File: src/rtl/xbus_pkg.sv
package xbus_pkg;

  // Machine-cycle kind declared by the core
  typedef enum logic [2:0] {
    K_FETCH_INT = 3'd0,
    K_FETCH_EXT = 3'd1,
    K_RD16      = 3'd2,
    K_WR16      = 3'd3,
    K_RD8       = 3'd4,
    K_WR8       = 3'd5,
    K_MOVC      = 3'd6,
    K_SPARE     = 3'd7
  } accKind_e;

  typedef enum logic [1:0] {
    LB_PORT = 2'd0,
    LB_ADDR = 2'd1,
    LB_IN   = 2'd2,
    LB_OUT  = 2'd3
  } lowBus_e;

  typedef enum logic [1:0] {
    HS_PORT = 2'd0,
    HS_PCH  = 2'd1,
    HS_DPH  = 2'd2
  } hiSrc_e;

  // Strobes for one oscillator slot, active high inside the block
  typedef struct packed {
    logic    ale;
    logic    psen;
    logic    rd;
    logic    wr;
    lowBus_e lowBus;
    hiSrc_e  hiSrc;
    logic    take;
  } strobe_t;

  function automatic logic isMovx(accKind_e k);
    return (k == K_RD16) || (k == K_WR16) || (k == K_RD8) || (k == K_WR8);
  endfunction

  function automatic logic isWide(accKind_e k);
    return (k == K_RD16) || (k == K_WR16);
  endfunction

  function automatic logic isWrite(accKind_e k);
    return (k == K_WR16) || (k == K_WR8);
  endfunction

endpackage

File: src/rtl/xbus_ctrl.sv
// Slot sequencer and per-half strobe decode. Produces the strobes for the
// slot that starts on the next edge, so the pin stage can register them.
module xbus_ctrl
  import xbus_pkg::*;
#(
  parameter int OSC_PER_STATE = 2,   // oscillator periods per state (even)
  parameter int STATES        = 6    // states per machine cycle (even)
) (
  input  logic       clk,
  input  logic       rstN,
  input  logic [2:0] accKind,
  input  logic       extOnly,
  input  logic       aleOff,
  output strobe_t    nxtStb
);

  localparam int CYC  = STATES * OSC_PER_STATE;
  localparam int HALF = CYC / 2;
  localparam int TW   = $clog2(CYC);
  localparam logic [TW-1:0] LAST     = TW'(CYC - 1);
  localparam logic [TW-1:0] HALF_T   = TW'(HALF);
  localparam logic [TW-1:0] ALE_LO   = TW'(OSC_PER_STATE / 2);
  localparam logic [TW-1:0] STATE_T  = TW'(OSC_PER_STATE);

  logic [TW-1:0] tick, nTick, pos;
  accKind_e      curKind, nKind;
  logic          dataPh, dataWide, dataWr;
  logic          nDataPh, nWide, nWr;
  logic          wrapNow, inHalfB, movxNow, extExec, codeKind, aleGate;
  logic          aleWin, psenWin, addrWin;
  logic [1:0]    fetchH, aleOnH, roleH, roleWrH, roleWideH;

  // Sequencer next state
  always_comb begin
    wrapNow = (tick == LAST);
    nTick   = wrapNow ? '0 : tick + TW'(1);
    nKind   = wrapNow ? accKind_e'(accKind) : curKind;
    nDataPh = wrapNow ? (!dataPh && isMovx(curKind)) : dataPh;
    nWide   = wrapNow ? isWide(curKind) : dataWide;
    nWr     = wrapNow ? isWrite(curKind) : dataWr;
  end

  always_ff @(posedge clk or negedge rstN) begin
    if (!rstN) begin
      tick     <= LAST;
      curKind  <= K_FETCH_INT;
      dataPh   <= 1'b0;
      dataWide <= 1'b0;
      dataWr   <= 1'b0;
    end else begin
      tick     <= nTick;
      curKind  <= nKind;
      dataPh   <= nDataPh;
      dataWide <= nWide;
      dataWr   <= nWr;
    end
  end

  // Cycle-level qualifiers for the upcoming slot
  always_comb begin
    inHalfB  = (nTick >= HALF_T);
    pos      = inHalfB ? (nTick - HALF_T) : nTick;
    aleWin   = (pos >= ALE_LO) && (pos < STATE_T);
    psenWin  = (pos >= STATE_T);
    addrWin  = (pos < STATE_T);
    movxNow  = !nDataPh && isMovx(nKind);
    extExec  = extOnly || (!nDataPh && (nKind == K_FETCH_EXT));
    codeKind = (nKind == K_FETCH_EXT) || (nKind == K_MOVC) || extOnly;
    aleGate  = !aleOff || extExec || nDataPh || movxNow || (nKind == K_MOVC);

    fetchH[0]    = !nDataPh && codeKind;
    fetchH[1]    = nDataPh ? extOnly : (!movxNow && codeKind);
    aleOnH       = {1'b1, !nDataPh};
    roleH        = {movxNow, nDataPh};
    roleWrH      = {isWrite(nKind), nWr};
    roleWideH    = {isWide(nKind), nWide};
  end

  // One decoder per half cycle; half 0 carries the data strobe,
  // half 1 carries the data address
  for (genvar h = 0; h < 2; h++) begin : g_half
    strobe_t stb;
    always_comb begin
      stb      = '0;
      stb.ale  = aleWin && aleOnH[h] && aleGate;
      stb.psen = psenWin && fetchH[h] && !roleH[h];
      if (h == 0) begin
        stb.rd = roleH[h] && !roleWrH[h];
        stb.wr = roleH[h] && roleWrH[h];
      end
      if (roleH[h]) begin
        if ((h == 1) && addrWin) stb.lowBus = LB_ADDR;
        else                     stb.lowBus = roleWrH[h] ? LB_OUT : LB_IN;
        stb.hiSrc = roleWideH[h] ? HS_DPH : HS_PORT;
      end else if (fetchH[h]) begin
        stb.lowBus = addrWin ? LB_ADDR : LB_IN;
        stb.hiSrc  = HS_PCH;
      end
    end
  end

  always_comb begin
    nxtStb      = inHalfB ? g_half[1].stb : g_half[0].stb;
    nxtStb.take = (nTick == LAST);
  end


  tick_range_chk: assert property (@(posedge clk) disable iff (!rstN)
    tick <= LAST);

endmodule

File: src/rtl/xbus_dp.sv
// Registered pin stage: glitch-free strobes with their pin polarity.
module xbus_dp
  import xbus_pkg::*;
(
  input  logic       clk,
  input  logic       rstN,
  input  strobe_t    nxtStb,
  output logic       ale,
  output logic       psenN,
  output logic       rdN,
  output logic       wrN,
  output logic [1:0] lowBus,
  output logic [1:0] hiSrc,
  output logic       kindTake
);

  localparam strobe_t IDLE_STB = '{ale: 1'b0, psen: 1'b0, rd: 1'b0, wr: 1'b0,
                                   lowBus: LB_PORT, hiSrc: HS_PORT, take: 1'b1};

  strobe_t q;

  always_ff @(posedge clk or negedge rstN) begin
    if (!rstN) q <= IDLE_STB;
    else       q <= nxtStb;
  end

  assign ale      = q.ale;
  assign psenN    = !q.psen;
  assign rdN      = !q.rd;
  assign wrN      = !q.wr;
  assign lowBus   = q.lowBus;
  assign hiSrc    = q.hiSrc;
  assign kindTake = q.take;


  ale_single_chk: assert property (@(posedge clk) disable iff (!rstN)
    ale |=> !ale);


  ale_psen_apart_chk: assert property (@(posedge clk) disable iff (!rstN)
    ale |-> psenN);


  rd_bus_in_chk: assert property (@(posedge clk) disable iff (!rstN)
    !rdN |-> (lowBus == 2'd2));


  wr_bus_out_chk: assert property (@(posedge clk) disable iff (!rstN)
    !wrN |-> (lowBus == 2'd3));


  rd_start_chk: assert property (@(posedge clk) disable iff (!rstN)
    $fell(rdN) |-> $past(kindTake));


  take_single_chk: assert property (@(posedge clk) disable iff (!rstN)
    kindTake |=> !kindTake);

endmodule

File: src/rtl/xbus_strobe_gen.sv
module xbus_strobe_gen
  import xbus_pkg::*;
#(
  parameter int OSC_PER_STATE = 2,
  parameter int STATES        = 6
) (
  input  logic       clk,
  input  logic       rstN,
  input  logic [2:0] accKind,
  input  logic       extOnly,
  input  logic       aleOff,
  output logic       ale,
  output logic       psenN,
  output logic       rdN,
  output logic       wrN,
  output logic [1:0] lowBus,
  output logic [1:0] hiSrc,
  output logic       kindTake
);

  strobe_t nxtStb;

  xbus_ctrl #(
    .OSC_PER_STATE(OSC_PER_STATE),
    .STATES       (STATES)
  ) u_ctrl (
    .clk    (clk),
    .rstN   (rstN),
    .accKind(accKind),
    .extOnly(extOnly),
    .aleOff (aleOff),
    .nxtStb (nxtStb)
  );

  xbus_dp u_dp (
    .clk     (clk),
    .rstN    (rstN),
    .nxtStb  (nxtStb),
    .ale     (ale),
    .psenN   (psenN),
    .rdN     (rdN),
    .wrN     (wrN),
    .lowBus  (lowBus),
    .hiSrc   (hiSrc),
    .kindTake(kindTake)
  );

endmodule

File: config.mk
export PLATFORM = sky130hd
export DESIGN_NAME = xbus_strobe_gen
export DESIGN_NICKNAME = d
export VERILOG_FILES = /design/src/rtl/xbus_pkg.sv /design/src/rtl/xbus_ctrl.sv /design/src/rtl/xbus_dp.sv /design/src/rtl/xbus_strobe_gen.sv
export SDC_FILE = /design/constraint.sdc
export NUM_CORES = 1
export LEC_CHECK = 0
export BUFFER_PORTS_ARGS = -buffer_cell sky130_fd_sc_hd__buf_2
export CORE_ASPECT_RATIO = 0.8
export CORE_MARGIN = 4
export CORE_UTILIZATION = 59
export DETAILED_ROUTE_END_ITERATION = 7
export PLACE_DENSITY_LB_ADDON = 0.12
export SLEW_MARGIN = 20
export SYNTH_ARGS = -nofsm -noshare
export SYNTH_HDL_FRONTEND = slang
export SYNTH_SLANG_ARGS = --single-unit
File: constraint.sdc
create_clock -name clk -period 5.4 [get_ports clk]
set_input_delay 1.08 -clock clk [delete_from_list [all_inputs] [get_ports clk]]
set_output_delay 1.08 -clock clk [all_outputs]
set_load 0.01 [all_outputs]
==> results of run 1 <==
[power groups by stage]
| stage | Sequential [uW] | Clock, uW | Combinational [uW] |
|---|---|---|---|
| final | 155 | 69.9 | 37.2 |
| after global routing | 156 | 80.0 | 41.3 |
| after CTS | 155 | 72.7 | 37.2 |
| after detailed placement | 158 | 0 | 37.1 |
| after floorplan | 158 | 0 | 25.9 |
| after global placement | 158 | 0 | 36.7 |
[cells by family after synthesis]
group	count (synthesis)	synth area share, %
mux	3	2.94
compound gates	18	13.3
xor+xnor	2	1.65
simple gates	46	25.5
fa+ha+maj	3	3.53
buf+inv	16	7.99
flops	19	45.1
[cells in the final DEF, fill, tap and decap left out, drive strengths merged, types with 4 or more instances in the layout]
| cell | n |
|---|---|
| and2 | 4 |
| dfstp | 4 |
| nand2 | 14 |
| dfrtp | 15 |
| nand3b | 7 |
| inv | 9 |
| buf | 15 |
[through the flow]
step	total power, uW	instance area, sq um	instances
finish	262	1140	141
global route	278	1140	141
CTS	265	1140	141
detailed placement	195	1120	137
global placement	194	1120	137
floorplan	183	1060	107
[layout make-up]
class,count,share of cell area [%]
multi-input cells,72,43.7
flip-flops and latches,19,42.0
repair buffers,15,6.56
inverters,9,2.95
well taps,22,2.41
clock buffers,3,1.97
clock inverters,1,0.438
[synthesized netlist by cell type (all sizes together)]
cell type	number
buf	7
mux2i	2
dfrtp	15
xor2	1
a21boi	1
ha	3
a311oi	1
and4b	1
and2	4
o31ai	2
nand2	14
nor2	2
a211o	1
inv	9
or3b	3
nand2b	1
nor3	2
and3	1
a21o	1
o21ai	1
mux2	1
a211oi	2
nor3b	3
and3b	1
dfstp	4
nand4	2
a22oi	1
o2111ai	2
nand3b	7
xnor2	1
o32a	1
a32o	1
nand3	3
nor2b	1
a21oi	3
or2	1
a41oi	1
[layer usage]
layer	vias to the layer above	track usage [%]	part of all wire (%)
li1	404	-	-
met1	390	22.9	49
met2	29	27.4	41
met3	2	6.52	9.5
met4	0	2.91	0.70
met5	-	0	0
[final timing paths]
kind                                   endpoint       startpoint  slack, ns
worst min-delay path            u_ctrl.dataWide  u_ctrl.dataWide       0.49
worst min register to register  u_ctrl.dataWide  u_ctrl.dataWide       0.49
min in group asynchronous         u_dp.hiSrc[0]             rstN       0.69
worst max register to register        u_dp.q[7]   u_ctrl.tick[0]       2.73
worst max-delay path                  u_dp.q[7]   u_ctrl.tick[0]       2.73
max in group asynchronous        u_ctrl.tick[3]             rstN       4.39
[flip-flops by register name (all words and copies together), names as in the netlist]
name             cells
u_ctrl.dataPh        1
u_ctrl.dataWide      1
u_ctrl.dataWr        1
u_dp.lowBus          2
u_dp.q               3
u_dp.kindTake        1
u_ctrl.curKind       3
u_dp.ale             1
u_ctrl.tick          4
u_dp.hiSrc           2
[critical path: cells and delay by family, from the launching register on]
kind	cells	cell delay, ns
multiplexers	1	0.31
AND/OR/NAND/NOR	3	0.95
AO/OA/AOI/OAI	1	0.14
flip-flops	1	0.58
adder cells (fa/ha/maj)	2	0.58
==> summary.md, run 1 <==
| Metric | Value |
|---|---|
| Pin count of the biggest net entering global routing | 20 |
| Critical setup path kind | reg2reg |
| GRT Overall Usage | 17.1% |
| RSZ-0062 raised after global routing | false |
| Pre-CTS WS | 2.82 ns |
| Setup TNS | 0 ns |
| Post-CTS Setup Inserts | 0 |
| Drt initial violations | 15 |
| Clock-pin slew on the worst setup and hold paths | 0.10 ns |
| CP Capture Type | flip-flop |
| Resized cells post-CTS | 0 |
| Worst Hold Path Cells | 2 |
| Clock Skew | 0.00490 ns |
| Synthesis-stage register bit count | 19 |
| Buffers added on ports | 15 |
| Top cells by area, synth | dfrtp_1 35%, dfstp_2 9.9%, nand2_1 4.9%, nand3b_1 4.9%, ha_1 3.5% |
| Internal power | 193 uW |
| Psw | 68.6 uW |
| Final setup viols | 0 |
| Initial Utilization | 64.2% |
| Clock Root Buffer | clkbuf_4 |
| Detailed placement HPWL | 1420 um |
| First-pass GRT wire length | 3310 um |
| Worst skew pair latency | 0.30 ns |
| Via count | 825 |
| Core Util, Final | 68.9% |
| Vias per inst | 5.85 |
| Post-synth top area share | 35.3% |
| Mapped Cells | 107 |
| Slew Viols, Final | 0 |
| Footprint of the multi-input gates | 499 sq um |
| CTS tree | built |
| Overall die height | 46.0 um |
| Critical Path Slowest Stage Cell | dfstp_2 |
| Die area | 2550 sq um |
| Grt total ovfl | 0 |
| Cell Chain, Critical Path | ha_1, nand3b_1, mux2i_1, ha_1, nor3b_1, a211oi_2, and2_1 |
| Switch share | 26.2% |
| Vias in the first global route | 750 |
| IO Pins | 16 |
| NumNets Final | 130 |
| Final Hold Viols | 0 |
| Avg WL per Cell | 13.2 um |
| DRC Markers | 0 |
| Post-DRT Antenna Nets | 0 |
| Sequential-to-total area share from yosys stat | 45.1% |
| Worst Reg-to-Reg Cells | 7 |
| Total core area | 1660 sq um |
| Leak | 0.000547 uW |
| Worst Path Arrival | 2.87 ns |
| Synth Cell Area | 1060 sq um |
| FILL cells | 139 |
| Final period utilization | 49.5% |
| Placer Congestion | 0.871 |
| Status | completed |
| Largest stage delay, worst path | 0.58 ns |
| Final hold slack | 0.488 ns |
| Cell repeated most along the worst path | ha_1 |
| Worst Tran Pin Value | 0.533 ns |
| Slew margin rel. | 64.2% |
| Yosys warnings | 0 |
| Netlist cell types | 41 |
| Drt pass-1 iters | 4 |
| Minimum clock period | 2.67 ns |
| Initial antenna violation count | 0 |
| Crit path max fanout | 12 |
| Sequential share of power | 59.2% |
| Number of diodes | 0 |
| Layout area overhead | 7.40% |
| Fmax | 374 MHz |
| Post-Syn Nets | 117 |
| Die width | 55.5 um |
| CTS buffer count | 3 |
| H-tree Lvls | 1 |
| FF/Latch Area | 480 sq um |
| Routed WL | 1860 um |
| Setup slack after layout | 2.73 ns |
| CTS Buffer Depth | 2 |
| Layout cells sized above 1 | 26.1% |
| Synth Area per Inst | 9.95 sq um |
| Pwr Density | 229 nW/um^2 |
| Startpoint types | flip-flop |
| Area leader, netlist | dfrtp_1 |
| Combinational group share of total power | 14.2% |
| Critical Path RT | 5.59 ns |
| Post-CTS Hold Fix Bufs | 0 |
| Min-delay worst type | reg2reg |
| Maxcap violations | 0 |
| Row cnt | 13 |
| Sink Count | 19 |
| Clock share of power | 26.7% |
| Max rail drop VDD | 0.000216 V |
Power figures use the tool's default switching activity.
==> run 2, diff against run 1 <==
- CORE_UTILIZATION: 59 -> 49
- clock period: 5.4 -> 2.29 ns (I/O delays scaled with it)
==> summary.md, run 2 (synthesis gave the netlist of run 1 again) <==
| Metric | Value |
|---|---|
| Minimum clock period | 2.18 ns (-0.499 ns) |
| Post-CTS Hold Fix Bufs | 0 (unchanged) |
| Reg2Reg Launch Point | u_ctrl.tick[0] |
| Total core area | 1960 sq um (+18%) |
| CTS tree | built |
| Worst Tran Pin Value | 0.428 ns (-0.105 ns) |
| Row cnt | 14 (+1) |
| Critical setup path kind | reg2reg |
| Layout area overhead | 11.9% |
| Worst skew pair latency | 0.30 ns (about the same) |
| Initial Utilization | 54.3% (-9.9 points) |
| Final Hold Viols | 0 (unchanged) |
| Post-DRT Antenna Nets | 0 (unchanged) |
| Grt total ovfl | 0 (unchanged) |
| CP Capture Type | flip-flop |
| Max rail drop VDD | 0.000386 V (+78%) |
| Buffers added on ports | 15 (unchanged) |
| Post-CTS Setup Inserts | 0 (unchanged) |
| Maxcap violations | 0 (unchanged) |
| Largest stage delay, worst path | 0.59 ns (about the same) |
| DRC Markers | 0 (unchanged) |
| Min-delay worst type | in2async |
| Initial antenna violation count | 0 (unchanged) |
| Drt initial violations | 32 (+17) |
| First-pass GRT wire length | 3680 um (+11%) |
| Number of diodes | 0 (unchanged) |
| Startpoint types | flip-flop |
| Overall die height | 49.7 um (+8.0%) |
| Commonest cells after routing, fill and taps aside | 15 x buf_2, 15 x dfrtp_1, 14 x nand2_1 |
| Cell Chain, Critical Path | ha_2, nand3b_1, mux2i_1, ha_1, nor2b_4, nand4_1, o2111ai_1, o21ai_0 |
| Slew margin rel. | 71.4% (+7.2 points) |
| Sink Count | 19 (unchanged) |
| GRT Overall Usage | 16.5% (-0.66 points) |
| Worst Reg-to-Reg Cells | 8 (+1) |
| NumNets Final | 134 (+3.1%) |
| RSZ-0062 raised after global routing | true |
| CTS Buffer Depth | 2 (unchanged) |
| Via count | 850 (+3.0%) |
| Vias per inst | 5.78 (-1.2%) |
| Tot Pwr | 630 uW (+140%) |
| Clock Root Buffer | clkbuf_4 |
| IO Pins | 16 (unchanged) |
| Largest Register | u_ctrl.tick |
| Top flop regs | u_ctrl.tick x4, u_ctrl.curKind x3, u_dp.q x3 |
| Drt pass-1 iters | 4 (unchanged) |
| FF/Latch Area | 480 sq um (unchanged) |
| Avg WL per Cell | 14.3 um (+8.5%) |
| Resized cells post-CTS | 0 (unchanged) |
| Pin count of the biggest net entering global routing | 20 (unchanged) |
| Footprint of the multi-input gates | 514 sq um (+3.0%) |
| Worst Path Arrival | 2.36 ns (-0.51 ns) |
| Fmax | 460 MHz (+23%) |
| CTS buffer count | 3 (unchanged) |
| R2r endpoint | u_dp.lowBus[1] |
| FILL cells | 182 (+31%) |
| Vias in the first global route | 789 (+5.2%) |
| Layout cells sized above 1 | 30.9% (+4.8 points) |
| Slew Viols, Final | 0 (unchanged) |
| Pwr Density | 529 nW/um^2 (+130%) |
| Die area | 2990 sq um (+17%) |
| Max reg flops | 4 (unchanged) |
| Critical Path Slowest Stage Cell | dfstp_2 |
| Final setup viols | 0 (unchanged) |
| H-tree Lvls | 1 (unchanged) |
| Leak | 0.000574 uW (+4.8%) |
| Placer Congestion | 0.881 (+1.2%) |
| Core Util, Final | 60.7% (-8.2 points) |
| FF-to-FF setup slack | 0.11 ns (-2.61 ns) |
| Routed WL | 2110 um (+13%) |
| Die width | 60.1 um (+8.3%) |
| Clock-pin slew on the worst setup and hold paths | 0.10 ns (about the same) |
| Crit path max fanout | 6 (-6) |
| Detailed placement HPWL | 1580 um (+11%) |
| Clock Skew | 0.000858 ns (-0.00404 ns) |
| Critical Path RT | 2.47 ns (-3.12 ns) |
| Status | completed |
| Final period utilization | 95.0% (+45 points) |
-- run 2: changes by cell type in the layout (fill, tap and decap cells not counted), sizes merged --
| cell | delta |
|---|---|
| buf | +4 |
-- run 2: worst max-delay path by stage --
stage	slack, ns	from	endpoint
3_3_place_gp	0.18	u_ctrl.tick[0]	u_dp.lowBus[0]
4_1_cts	0.02	u_ctrl.tick[0]	u_dp.q[7]
5_1_grt	-0.02	u_ctrl.tick[0]	u_dp.lowBus[1]
3_5_place_dp	0.07	u_ctrl.tick[0]	u_dp.q[7]
6_report	0.11	u_ctrl.tick[0]	u_dp.lowBus[1]
2_1_floorplan	0.06	u_ctrl.tick[0]	u_dp.q[7]
-- run 2: layout make-up --
class                   instances  area share [%]
clock buffers                   3            1.89
clock inverters                 1           0.420
inverters                       9            2.84
multi-input cells              72            43.2
flip-flops and latches         19            40.3
well taps                      24            2.52
repair buffers                 19            8.82
-- run 2: critical path: cells and delay by family (launching register included) --
family,cells,cell delay [ns]
AND/OR/NAND/NOR,3,0.45
AO/OA/AOI/OAI,2,0.24
adder cells (fa/ha/maj),2,0.59
flip-flops,1,0.59
multiplexers,1,0.18
-- run 2: metrics by stage --
stage	hold WS, ns	setup WS [ns]	instance area, sq um	setup TNS, ns	cells
2_1_floorplan	0.162	0.0604	1060	0	107
3_3_place_gp	0.412	0.182	1150	0	143
3_5_place_dp	0.421	0.0687	1150	0	143
4_1_cts	0.0859	0.0167	1180	0	147
5_1_grt	0.0933	-0.0192	1190	-0.0192	147
6_report	0.0765	0.115	1190	0	147
-- run 2: layer usage --
layer | GRT usage [%] | up-vias | part of all wire (%)
li1 | - | 409 | -
met1 | 23.1 | 395 | 47
met2 | 22.7 | 39 | 42
met3 | 5.74 | 7 | 9.6
met4 | 7.01 | 0 | 1.8
met5 | 0 | - | 0
-- run 2: power by group --
group / internal (uW) / switching, uW
registers: 355 / 10.7
clock network: 65.2 / 104
logic: 41.1 / 53.8
total: 462 / 169
==> run 3, diff against run 2 <==
- PLACE_DENSITY: not set -> 0.73
- PLACE_DENSITY_LB_ADDON: 0.12 -> not set
==> summary.md, run 3 (synthesis gave the netlist of run 1 again) <==
| Metric | Value |
|---|---|
| Final Hold Viols | 0 (unchanged) |
| Placer Congestion | 0.892 (+1.2%) |
| Fin cells | 147 (unchanged) |
| Vias per inst | 5.77 (-0.24%) |
| Die area | 2990 sq um (unchanged) |
| CTS buffer count | 3 (unchanged) |
| Met2 Resource Use GR | 22.3% (-0.36 points) |
| Maxcap violations | 0 (unchanged) |
| FF-to-FF setup slack | 0.05 ns (-0.07 ns) |
| Detailed placement HPWL | 1610 um (+2.0%) |
| Worst skew pair latency | 0.31 ns (about the same) |
| Drt pass-1 iters | 4 (unchanged) |
| Switch share | 27.7% (+0.89 points) |
| Footprint of the multi-input gates | 520 sq um (+1.2%) |
| Busiest layer in global routing | met1 |
| Row cnt | 14 (unchanged) |
| Die width | 60.1 um (unchanged) |
| Layout area overhead | 12.5% |
| Final hold slack | 0.0594 ns (-0.0171 ns) |
| Final period utilization | 98.0% (+3.0 points) |
| Worst Path Arrival | 2.43 ns (+0.07 ns) |
| R2r endpoint | u_dp.lowBus[0] |
| Slew Viols, Final | 0 (unchanged) |
| Worst Tran Pin Value | 0.419 ns (-0.00956 ns) |
| Max rail drop VDD | 0.000403 V (+4.5%) |
| Resized cells post-CTS | 0 (unchanged) |
| GRT Overall Usage | 15.9% (-0.56 points) |
| Startpoint types | flip-flop |
| Overall die height | 49.7 um (unchanged) |
| Initial Utilization | 54.3% (unchanged) |
| Min-delay worst type | in2async |
| Sequential share of power | 57.4% (-0.7 points) |
| Psw | 177 uW (+4.8%) |
| Post-CTS Setup Inserts | 0 (unchanged) |
| Pre-CTS WS | 0.0852 ns (+0.0165 ns) |
| Post-CTS Hold Fix Bufs | 0 (unchanged) |
| Met1 Use GR | 22.9% (-0.21 points) |
| Largest Register | u_ctrl.tick |
| Clock share of power | 27.7% (+0.8 points) |
| Routed WL | 2200 um (+4.5%) |
| Slew margin rel. | 72.1% (+0.64 points) |
| Critical Path RT | 2.47 ns (about the same) |
| Setup TNS | 0 ns (unchanged) |
| Pwr Density | 534 nW/um^2 (+0.87%) |
| Crit path max fanout | 6 (unchanged) |
| Number of diodes | 0 (unchanged) |
| Drt initial violations | 39 (+22%) |
| Leak | 0.000564 uW (-1.7%) |
| Worst Reg-to-Reg Cells | 8 (unchanged) |
| CTS Buffer Depth | 2 (unchanged) |
| Total core area | 1960 sq um (unchanged) |
| Clock-pin slew on the worst setup and hold paths | 0.12 ns (+0.02 ns) |
| Final setup viols | 0 (unchanged) |
| Top flop regs | u_ctrl.tick x4, u_ctrl.curKind x3, u_dp.q x3 |
| DRC Markers | 0 (unchanged) |
| Minimum clock period | 2.24 ns (+0.0695 ns) |
| Critical setup path kind | reg2reg |
| Post-Place Cells | 143 (unchanged) |
| Vias in the first global route | 765 (-3.0%) |
| CTS tree | built |
| RSZ-0062 raised after global routing | true |
| Sink Count | 19 (unchanged) |
| H-tree Lvls | 1 (unchanged) |
| Clock Root Buffer | clkbuf_4 |
| Combinational group share of total power | 15.0% (about the same) |
| Initial antenna violation count | 0 (unchanged) |
| Via count | 848 (-0.24%) |
| Post-DRT Antenna Nets | 0 (unchanged) |
| NumNets Final | 134 (unchanged) |
| Setup slack after layout | 0.0451 ns (-0.0695 ns) |
| Buffers added on ports | 15 (unchanged) |
| Max reg flops | 4 (unchanged) |
| Reg2Reg Launch Point | u_ctrl.tick[0] |
| Clock Skew | 0.0104 ns (+0.00957 ns) |
| Pin count of the biggest net entering global routing | 20 (unchanged) |
| Avg WL per Cell | 15.0 um (+4.5%) |
| Core Util, Final | 61.0% (+0.32 points) |
| First-pass GRT wire length | 3550 um (-3.4%) |
| Fmax | 445 MHz (-3.1%) |
| FILL cells | 172 (-5.5%) |
| Grt total ovfl | 0 (unchanged) |
| IO Pins | 16 (unchanged) |
| GR Util met3 | 5.74% (unchanged) |
| Internal power | 462 uW (+0.16%) |
| Commonest cells after routing, fill and taps aside | 15 x buf_2, 15 x dfrtp_1, 14 x nand2_1 |
| CP Capture Type | flip-flop |
| FF/Latch Area | 480 sq um (unchanged) |
| Status | completed |
| Layout cells sized above 1 | 30.9% (unchanged) |
-- run 3: cell counts in the layout (fill, tap and decap cells not counted) --
No cell type changed its count.
-- run 3: area by class of cell --
cell class                 count  area share [%]
clock buffer                   3            1.88
clock inverter                 1           0.418
sequential                    19            40.1
multi-input combinational     72            43.5
tap                           24            2.51
timing repair buffer          19            8.78
inverter                       9            2.82
-- run 3: worst max-delay path by stage --
stage | from | endpoint | slack [ns]
after floorplan | u_ctrl.tick[0] | u_dp.q[7] | 0.06
after detailed placement | u_ctrl.tick[0] | u_dp.q[7] | 0.09
after global routing | u_ctrl.tick[0] | u_dp.lowBus[1] | 0.005
after global placement | u_ctrl.tick[0] | u_dp.q[7] | 0.19
after CTS | u_ctrl.tick[0] | u_dp.q[7] | 0.04
final | u_ctrl.tick[0] | u_dp.lowBus[0] | 0.05
-- run 3: power by group through the flow --
stage	logic (uW)	registers, uW	clock network [uW]
CTS	90.7	367	179
global route	105	369	192
detailed placement	90.5	373	0
global placement	89.1	372	0
floorplan	61.1	371	0
finish	95.7	367	177
-- run 3: critical path, cell delays in order (launching register included) --
cell,delay (ns)
dfstp_2,0.60
ha_1,0.22
nand3b_1,0.18
mux2i_2,0.22
ha_4,0.30
nor2b_1,0.18
nand4_1,0.17
o2111ai_1,0.15
a22oi_1,0.10
-- run 3: stage by stage --
stage	total power, uW	cell area [sq um]
floorplan	433	1060
global placement	461	1150
detailed placement	463	1150
CTS	637	1180
global route	666	1200
finish	639	1200
-- run 3: routing by layer --
layer	wire length [um]	share of wire [%]
met1	1090	49
met2	905	41
met3	170	7.7
met4	38	1.7
met5	0	0
